File: config.mk
export PLATFORM = sky130hd
export DESIGN_NAME = fbus_frontend
export DESIGN_NICKNAME = d
export VERILOG_FILES = /design/src/rtl/fbus_pkg.sv /design/src/rtl/fbus_deglitch.sv /design/src/rtl/fbus_wrcap.sv /design/src/rtl/fbus_rstseq.sv /design/src/rtl/fbus_sleep.sv /design/src/rtl/fbus_frontend.sv
export SDC_FILE = /design/constraint.sdc
export NUM_CORES = 1
export LEC_CHECK = 0
export BUFFER_PORTS_ARGS = -buffer_cell sky130_fd_sc_hd__buf_2
export CORE_MARGIN = 3
export CORE_UTILIZATION = 52
export CTS_BUF_LIST = sky130_fd_sc_hd__clkbuf_4 sky130_fd_sc_hd__clkbuf_8 sky130_fd_sc_hd__clkbuf_16
export DETAILED_ROUTE_END_ITERATION = 16
export PLACE_DENSITY = 0.83
export REMOVE_ABC_BUFFERS = 1
export SYNTH_ARGS = -nofsm -noshare
export SYNTH_HDL_FRONTEND = slang
export SYNTH_SLANG_ARGS = --single-unit
File: constraint.sdc
create_clock -name clk -period 2.2 [get_ports clk]
set_input_delay 0.22 -clock clk [delete_from_list [all_inputs] [get_ports clk]]
set_output_delay 0.22 -clock clk [all_outputs]
set_load 0.005 [all_outputs]
File: src/rtl/fbus_pkg.sv
package fbus_pkg;
  typedef enum logic [2:0] {
    BUS_IDLE  = 3'd0,
    BUS_READ  = 3'd1,
    BUS_WRITE = 3'd2,
    BUS_OFF   = 3'd3,
    BUS_CLASH = 3'd4,
    BUS_RESET = 3'd5
  } bus_op_e;

  localparam int STB_SEL = 0;
  localparam int STB_WR  = 1;
  localparam int STB_RD  = 2;
  localparam int STB_N   = 3;
endpackage

File: src/rtl/fbus_deglitch.sv
module fbus_deglitch #(
  parameter int unsigned HOLD = 3,
  parameter bit          INIT = 1'b1
) (
  input  logic clk,
  input  logic por_n,
  input  logic raw,
  output logic filt
);
  localparam int unsigned CW = $clog2(HOLD + 1);
  logic [CW-1:0] run;

  // level moves only after HOLD consecutive differing samples
  always_ff @(posedge clk or negedge por_n) begin
    if (!por_n) begin
      filt <= INIT;
      run  <= '0;
    end else if (raw != filt) begin
      if (run == CW'(HOLD - 1)) begin
        filt <= raw;
        run  <= '0;
      end else begin
        run <= run + 1'b1;
      end
    end else begin
      run <= '0;
    end
  end
endmodule

File: src/rtl/fbus_wrcap.sv
module fbus_wrcap #(
  parameter int unsigned ADDR_W = 19,
  parameter int unsigned DATA_W = 8
) (
  input  logic              clk,
  input  logic              por_n,
  input  logic              sel_f,
  input  logic              wr_f,
  input  logic              rd_f,
  input  logic              sel_raw,
  input  logic              wr_raw,
  input  logic              block,
  input  logic [ADDR_W-1:0] addr,
  input  logic [DATA_W-1:0] din,
  output logic              wr_valid,
  output logic [ADDR_W-1:0] wr_addr,
  output logic [DATA_W-1:0] wr_data
);
  logic              both_low;
  logic              both_low_q;
  logic              armed;
  logic              pu_hold;
  logic [ADDR_W-1:0] addr_lat;

  assign both_low = !sel_f && !wr_f;

  always_ff @(posedge clk or negedge por_n) begin
    if (!por_n) begin
      both_low_q <= 1'b0;
      armed      <= 1'b0;
      pu_hold    <= 1'b1;
      addr_lat   <= '0;
      wr_valid   <= 1'b0;
      wr_addr    <= '0;
      wr_data    <= '0;
    end else begin
      both_low_q <= both_low;
      wr_valid   <= 1'b0;
      // power-up inhibit lasts until the raw strobes leave the write level
      if (sel_raw || wr_raw) pu_hold <= 1'b0;
      if (both_low && !both_low_q) begin
        addr_lat <= addr;
        armed    <= rd_f && !pu_hold && !block;
      end else if (both_low) begin
        if (!rd_f || block) armed <= 1'b0;
      end else if (both_low_q) begin
        if (armed && !block) begin
          wr_valid <= 1'b1;
          wr_addr  <= addr_lat;
          wr_data  <= din;
        end
        armed <= 1'b0;
      end
    end
  end
endmodule

File: src/rtl/fbus_rstseq.sv
module fbus_rstseq #(
  parameter int unsigned READY_CYC = 20
) (
  input  logic clk,
  input  logic por_n,
  input  logic ext_rst_n,
  input  logic op_busy,
  output logic seq,
  output logic dev_ready
);
  localparam int unsigned CW = $clog2(READY_CYC + 1);
  logic [CW-1:0] cnt;
  logic          was_busy;

  always_ff @(posedge clk or negedge por_n) begin
    if (!por_n) begin
      seq      <= 1'b0;
      cnt      <= '0;
      was_busy <= 1'b0;
    end else if (!seq) begin
      if (!ext_rst_n) begin
        seq      <= 1'b1;
        cnt      <= '0;
        was_busy <= op_busy;
      end
    end else if (cnt < CW'(READY_CYC)) begin
      cnt <= cnt + 1'b1;
    end else if (ext_rst_n) begin
      seq <= 1'b0;
    end
  end

  assign dev_ready = seq ? !was_busy : !op_busy;
endmodule

File: src/rtl/fbus_sleep.sv
module fbus_sleep #(
  parameter int unsigned ADDR_W    = 19,
  parameter int unsigned DATA_W    = 8,
  parameter int unsigned SLEEP_CYC = 8
) (
  input  logic              clk,
  input  logic              por_n,
  input  logic [ADDR_W-1:0] addr,
  input  logic [DATA_W-1:0] arr_data,
  output logic              sleep,
  output logic [DATA_W-1:0] dq_out
);
  localparam int unsigned CW = $clog2(SLEEP_CYC + 1);
  logic [CW-1:0]     still;
  logic [ADDR_W-1:0] addr_q;

  assign sleep = (still >= CW'(SLEEP_CYC));

  always_ff @(posedge clk or negedge por_n) begin
    if (!por_n) begin
      still  <= '0;
      addr_q <= '0;
      dq_out <= '0;
    end else begin
      addr_q <= addr;
      if (addr != addr_q)  still <= '0;
      else if (!sleep)     still <= still + 1'b1;
      if (!sleep) dq_out <= arr_data;
    end
  end
endmodule

File: src/rtl/fbus_frontend.sv
module fbus_frontend
  import fbus_pkg::*;
#(
  parameter int unsigned ADDR_W     = 19,
  parameter int unsigned DATA_W     = 8,
  parameter int unsigned GLITCH_CYC = 3,
  parameter int unsigned READY_CYC  = 20,
  parameter int unsigned SLEEP_CYC  = 8
) (
  input  logic              clk,
  input  logic              por_n,
  input  logic              ext_rst_n,
  input  logic              sel_n,
  input  logic              rden_n,
  input  logic              wren_n,
  input  logic [ADDR_W-1:0] addr,
  input  logic [DATA_W-1:0] din,
  input  logic [DATA_W-1:0] arr_data,
  input  logic              op_busy,
  output logic [DATA_W-1:0] dq_out,
  output logic              dq_oe,
  output logic [2:0]        bus_op,
  output logic              wr_valid,
  output logic [ADDR_W-1:0] wr_addr,
  output logic [DATA_W-1:0] wr_data,
  output logic              core_rst,
  output logic              dev_ready,
  output logic              sleep
);
  logic [STB_N-1:0] stb_raw;
  logic [STB_N-1:0] stb_f;
  logic             seq;
  logic             blocked;
  bus_op_e          op;

  assign stb_raw[STB_SEL] = sel_n;
  assign stb_raw[STB_WR]  = wren_n;
  assign stb_raw[STB_RD]  = rden_n;

  for (genvar i = 0; i < STB_N; i++) begin : g_flt
    fbus_deglitch #(.HOLD(GLITCH_CYC), .INIT(1'b1)) u_flt (
      .clk(clk), .por_n(por_n), .raw(stb_raw[i]), .filt(stb_f[i])
    );
  end

  assign blocked  = !ext_rst_n || seq;
  assign core_rst = blocked;

  always_comb begin
    if (blocked)                             op = BUS_RESET;
    else if (stb_f[STB_SEL])                 op = BUS_IDLE;
    else if (!stb_f[STB_RD] && stb_f[STB_WR]) op = BUS_READ;
    else if (!stb_f[STB_WR] && stb_f[STB_RD]) op = BUS_WRITE;
    else if (stb_f[STB_WR])                  op = BUS_OFF;
    else                                     op = BUS_CLASH;
  end

  assign bus_op = op;
  assign dq_oe  = (op == BUS_READ);

  fbus_wrcap #(.ADDR_W(ADDR_W), .DATA_W(DATA_W)) u_wrcap (
    .clk(clk), .por_n(por_n),
    .sel_f(stb_f[STB_SEL]), .wr_f(stb_f[STB_WR]), .rd_f(stb_f[STB_RD]),
    .sel_raw(sel_n), .wr_raw(wren_n), .block(blocked),
    .addr(addr), .din(din),
    .wr_valid(wr_valid), .wr_addr(wr_addr), .wr_data(wr_data)
  );

  fbus_rstseq #(.READY_CYC(READY_CYC)) u_rstseq (
    .clk(clk), .por_n(por_n), .ext_rst_n(ext_rst_n), .op_busy(op_busy),
    .seq(seq), .dev_ready(dev_ready)
  );

  fbus_sleep #(.ADDR_W(ADDR_W), .DATA_W(DATA_W), .SLEEP_CYC(SLEEP_CYC)) u_sleep (
    .clk(clk), .por_n(por_n), .addr(addr), .arr_data(arr_data),
    .sleep(sleep), .dq_out(dq_out)
  );
endmodule

* After elaboration in Yosys (flattened, before gate mapping)
Index checks and enable logic that the tools add are counted.
** Cells by class
- Add/sub/neg operators :: 5
- Order comparisons :: 2
- Eq/ne operators :: 12
- Multiplexer cells :: 28
- Bitwise operators :: 4
- Reductions and logical operators :: 27
** Operators by type and width (count)
- $ne 19x19->1 :: 1
- $mux 3 :: 5
- $mux 5 :: 3
- $mux 1 :: 12
- $mux 2 :: 6
- $reduce_and 2->1 :: 6
- $logic_not 1->1 :: 9
- $mux 4 :: 2
- $logic_and 1x1->1 :: 7
- $add 2x1->2 const B :: 3
- $eq 2x2->1 const B :: 3
- $add 5x1->5 const B :: 1
- $lt 5x5->1 const B :: 1
- $add 4x1->4 const B :: 1
- $ge 4x4->1 const B :: 1
- $ne 2x1->1 const B :: 2
- $not 1->1 :: 4
- $reduce_and 4->1 :: 1
- $eq 3x1->1 const B :: 1
- $logic_or 1x1->1 :: 3
- $ne 1x1->1 :: 3
- $ne 3x3->1 const B :: 1
- $reduce_bool 3->1 :: 1
- $ne 2x2->1 const B :: 1
** Storage, ports and cells
- Register bits after elaboration :: 97
- Input port bits :: 42
- Word-level logic and storage cells :: 97

* Logic depth before layout (Yosys ltp)
- Depth in word-level cells :: 8
- Gate-level depth with buffers :: 6
- Gate-level depth less buffers :: 4

* By module
Synthesis repeated with hierarchy kept, for this count alone.
** Second synthesis, totals
- Cell total of the unflattened synthesis :: 254
- Area total of the unflattened synthesis :: 3849.9 µm²
** Modules (own cells, without submodules)
- fbus_wrcap :: times used 1, cells an instance 108, area each 1876.8 µm²
- fbus_sleep :: times used 1, cells an instance 81, area each 1203.7 µm²
- fbus_deglitch :: times used 3, cells an instance 8, area each 126.4 µm²
- fbus_rstseq :: times used 1, cells an instance 34, area each 341.6 µm²
- fbus_frontend :: times used 1, cells an instance 7, area each 48.8 µm²

* Worst setup path after synthesis
No wires, ideal clock.
- Kind :: register to register
- Start :: register g_flt[0].u_flt.filt
- End :: register u_wrcap.wr_addr[10]
- Arrival :: 1.372 ns
- Data required time :: 2.075 ns
- Setup slack :: 0.703 ns
- Cell stages (with the launch flop) :: 6
- Period minus slack after synthesis :: 1.497 ns
- Cells stage by stage :: dfstp_2 buf_6 o21ai_4 nor2_8 buf_12 mux2_4
** On the way
- Longest elaborated chain between the ends :: 5
** Ends and longest elaborated chain
- start, declared :: RTL line fbus_deglitch.sv:8 : output logic filt
- start signal, assigned :: RTL line fbus_deglitch.sv:20 : filt <= raw;
- $logic_not 1->1 * :: RTL line fbus_wrcap.sv:25 : assign both_low = !sel_f && !wr_f;
- $logic_and 1x1->1 * :: RTL line fbus_wrcap.sv:25
- $logic_and 1x1->1 :: RTL line fbus_wrcap.sv:41 : if (both_low && !both_low_q) begin
- $not 1->1 (no line)
- $reduce_and 4->1 (no line) *
- end signal, assigned :: RTL line fbus_wrcap.sv:49 : wr_addr <= addr_lat;
- end, declared :: RTL line fbus_wrcap.sv:16 : output logic [ADDR_W-1:0] wr_addr,
Every way passes the cells marked *; elsewhere a longest branch is shown, timed or not.
A chain may end at the register's enable or synchronous reset.

* Worst setup path after layout
- Start :: register g_flt[1].u_flt.filt
- End :: output dq_oe
** On the way
- Longest elaborated chain between the ends :: 7
** Ends and longest elaborated chain
- start, declared :: RTL line fbus_deglitch.sv:8
- start signal, assigned :: RTL line fbus_deglitch.sv:20
- $logic_not 1->1 :: RTL line fbus_frontend.sv:53 : else if (!stb_f[STB_WR] && stb_f[STB_RD]) op = BUS_WRITE;
- $logic_and 1x1->1 :: RTL line fbus_frontend.sv:53
- $mux 3 :: RTL line fbus_frontend.sv:53
- $mux 3 * :: RTL line fbus_frontend.sv:52 : else if (!stb_f[STB_RD] && stb_f[STB_WR]) op = BUS_READ;
- $mux 3 * :: RTL line fbus_frontend.sv:51 : else if (stb_f[STB_SEL]) op = BUS_IDLE;
- $mux 3 * :: RTL line fbus_frontend.sv:50 : if (blocked) op = BUS_RESET;
- $eq 3x1->1 * :: RTL line fbus_frontend.sv:59 : assign dq_oe = (op == BUS_READ);
- end, declared :: RTL line fbus_frontend.sv:21 : output logic dq_oe,
Marks and branches as above.

==> reports/results.txt <==
status: finished clean
Die Y: 92.9 um
synthesized area per cell: 15.6 um^2
Clock Pin Slew Worst Setup and Hold Paths: 0.09 ns
initial antenna violation count: 0
launching element type of the critical path: register
f_max: 0.577 GHz
Initial Util: 53.9%
clock sink count: 97
CTS Buf Count: 9
Post-CTS Setup Bufs: 0
DRC violations left: 0
CTS HTree Levels: 3
CTS max path bufs: 2
largest net degree at the start of global routing: 41
Slew headroom: 67.0%
Via Count: 2,273
crit-path cells: inv_1, nor4_1, buf_2
worst setup margin: 0.466 ns
Synth top area share: 59.2%
CP Class: register to primary output
Via density: 4.90
total wire length: 6940 um
share of layout cells above drive strength 1: 45.8%
grt ovf: 0
I/O Pins: 85
dpl hpwl: 4610 um
clk_lat worst skew: 0.36 ns
1st-iter DRT viols: 74
FFs w/ async S/R, synth: 100%
Crit. End Element: primary output
Synth top cells by count: dfrtp_1 (93), mux2_4 (29), mux2_2 (24), xor2_1 (19), nor3_1 (8)
Netlist cell types: 37
Area Growth Syn to Fin: 22.2%
leakage: 2.36 nW
Layout Nets: 405
pwr dens: 967 nW/um^2
max cap viols: 0
most common flop cell mapped by yosys: dfrtp_1
synthesized flop and latch total: 97
Data arrival, critical path: 1.51 ns
Die X: 92.9 um
worst-margin pin slew: 0.495 ns
Worst EP required: 1.98 ns
First-pass DRT Iterations: 4
Cell Area, Synth: 3930 um^2
skew final: 0.00942 ns
Final Max Slew Viols: 0
Worst Path Max Fanout: 6
fin crit share: 78.8%
Setup violations, final: 0
RSZ-0062 raised after global routing: no
EDFF count, synth: 0
sequential fraction of the synthesis area: 61.9%
GP Congestion: 0.710
post-place setup slack: 0.574 ns
ant diodes: 0
antenna-violating nets left: 0
TritonCTS clock tree: yes
first-pass GRT wire length: 11,500 um
slowest stage cell on the critical path: dfstp_2
Sum Neg Setup Slack: 0 ns
top post-synthesis cells by area: dfrtp_1 (59%), mux2_4 (11%), mux2_2 (6.9%)
Avg WL per Cell: 15.0 um
Hold Crit Class: input port to register
Core Util, Final: 65.8%
port bufs: 84
final worst path period need: 1.73 ns
vias in the first global route: 2,373
Max rail drop VDD: 857 uV
# rows: 31
Root Driver: clkbuf_8
Yosys warning count: 0
dominant cell type by area after synthesis: dfrtp_1
count leader, synth: dfrtp_1
max incr delay on CP: 0.65 ns
GR Util All Layers: 17.0%
Tot Pwr: 4.64 mW
Core Area: 7290 um^2
Mapped Cells: 252
Final Hold Fails: 0
Die ar.: 8630 um^2
## timing repair
action	CTS	global route
endpoints found under the hold margin	54	0
gates resized for setup	0	0
hold buffers	17	0
## placed cells by master, fill, tap and decap left out, types with 3 or more instances in the layout
| master | instances |
|---|---|
| dfrtp_1 | 93 |
| buf_2 | 83 |
| mux2_4 | 29 |
| mux2_2 | 24 |
| xor2_1 | 19 |
| dlygate4sd3_1 | 17 |
| clkbuf_8 | 9 |
| nor3_1 | 8 |
| xnor2_1 | 7 |
| nor2_1 | 6 |
| inv_1 | 5 |
| nor4_1 | 5 |
| nand3_1 | 5 |
| nor3b_1 | 4 |
| mux2_1 | 4 |
| dfstp_2 | 4 |
| o21ai_0 | 3 |
| nand2_1 | 3 |
| a21oi_1 | 3 |
| ha_1 | 3 |
| buf_4 | 3 |
## logic make-up (layout without fill, tap and decap cells)
| logic type | after synthesis | count (layout) | share of synthesized area (%) |
|---|---|---|---|
| simple gates | 42 | 42 | 6.69 |
| xor+xnor | 26 | 26 | 5.80 |
| mux | 59 | 59 | 19.6 |
| fa+ha+maj | 3 | 3 | 0.956 |
| compound gates | 12 | 12 | 2.07 |
| flops | 97 | 97 | 61.9 |
| buf+inv | 13 | 126 | 2.96 |
## registers in the layout, summed over array words and instances, names as in the netlist
name,cells
u_sleep.addr_q,19
u_wrcap.wr_addr,19
u_rstseq.seq,1
u_sleep.dq_out,8
g_flt.u_flt.filt,3
u_wrcap.wr_data,8
g_flt.u_flt.run,6
u_rstseq.was_busy,1
u_wrcap.addr_lat,19
u_wrcap.pu_hold,1
u_wrcap.wr_valid,1
u_rstseq.cnt,5
u_wrcap.both_low_q,1
u_wrcap.armed,1
u_sleep.still,4
## critical path, delay by kind of cell (launching register included)
kind	cells	cell delay, ns
flip-flops	1	0.65
AND/OR/NAND/NOR	1	0.27
buffers and inverters	2	0.25
## routing by layer
| metal | wire [um] | global-route usage (%) |
|---|---|---|
| met5 | 0 | 0 |
| met4 | 104 | 5.98 |
| met3 | 354 | 4.22 |
| met2 | 3410 | 27.9 |
| met1 | 3070 | 22.1 |
## path summary, 6_finish.rpt
kind	slack, ns	endpoint	cells after the start	start
max	0.47	dq_oe	3	g_flt[1].u_flt.filt$_DFFE_PN1P_
min	0.02	u_wrcap.pu_hold$_DFFE_PN1P_	2	wren_n
max reg2reg	0.56	u_wrcap.wr_addr[0]$_DFFE_PN0P_	5	u_rstseq.seq$_DFF_PN0_
min reg2reg	0.44	g_flt[0].u_flt.run[0]$_DFF_PN0_	1	g_flt[0].u_flt.run[0]$_DFF_PN0_
max in group asynchronous	1.15	u_wrcap.addr_lat[13]$_DFFE_PN0P_	3	por_n
min in group asynchronous	0.36	u_wrcap.wr_addr[15]$_DFFE_PN0P_	2	por_n
## power breakdown
group	total (mW)	internal (mW)	switching, mW	leakage [nW]
Clock	1.11	0.444	0.662	0.0966
Combinational	1.05	0.624	0.429	1.05
Sequential	2.48	2.18	0.306	1.21
Total	4.64	3.24	1.40	2.36
## through the flow
stage	std cells	instance area (um^2)	hold slack [ns]
global placement	431	4430	0.221
detailed placement	431	4430	0.223
global route	464	4800	0.0130
finish	464	4800	0.0208
CTS	464	4800	0.00105
floorplan	244	3830	-0.0756
## layout make-up
class | instances | area, um^2
Fill cell | 564 | 2490
Clock inverter | 7 | 72.6
Clock buffer | 9 | 124
Sequential cell | 97 | 2430
Inverter | 5 | 18.8
Tap cell | 99 | 124
Timing Repair Buffer | 105 | 648
Multi-Input combinational cell | 142 | 1380
Power figures use the tool's default switching activity.
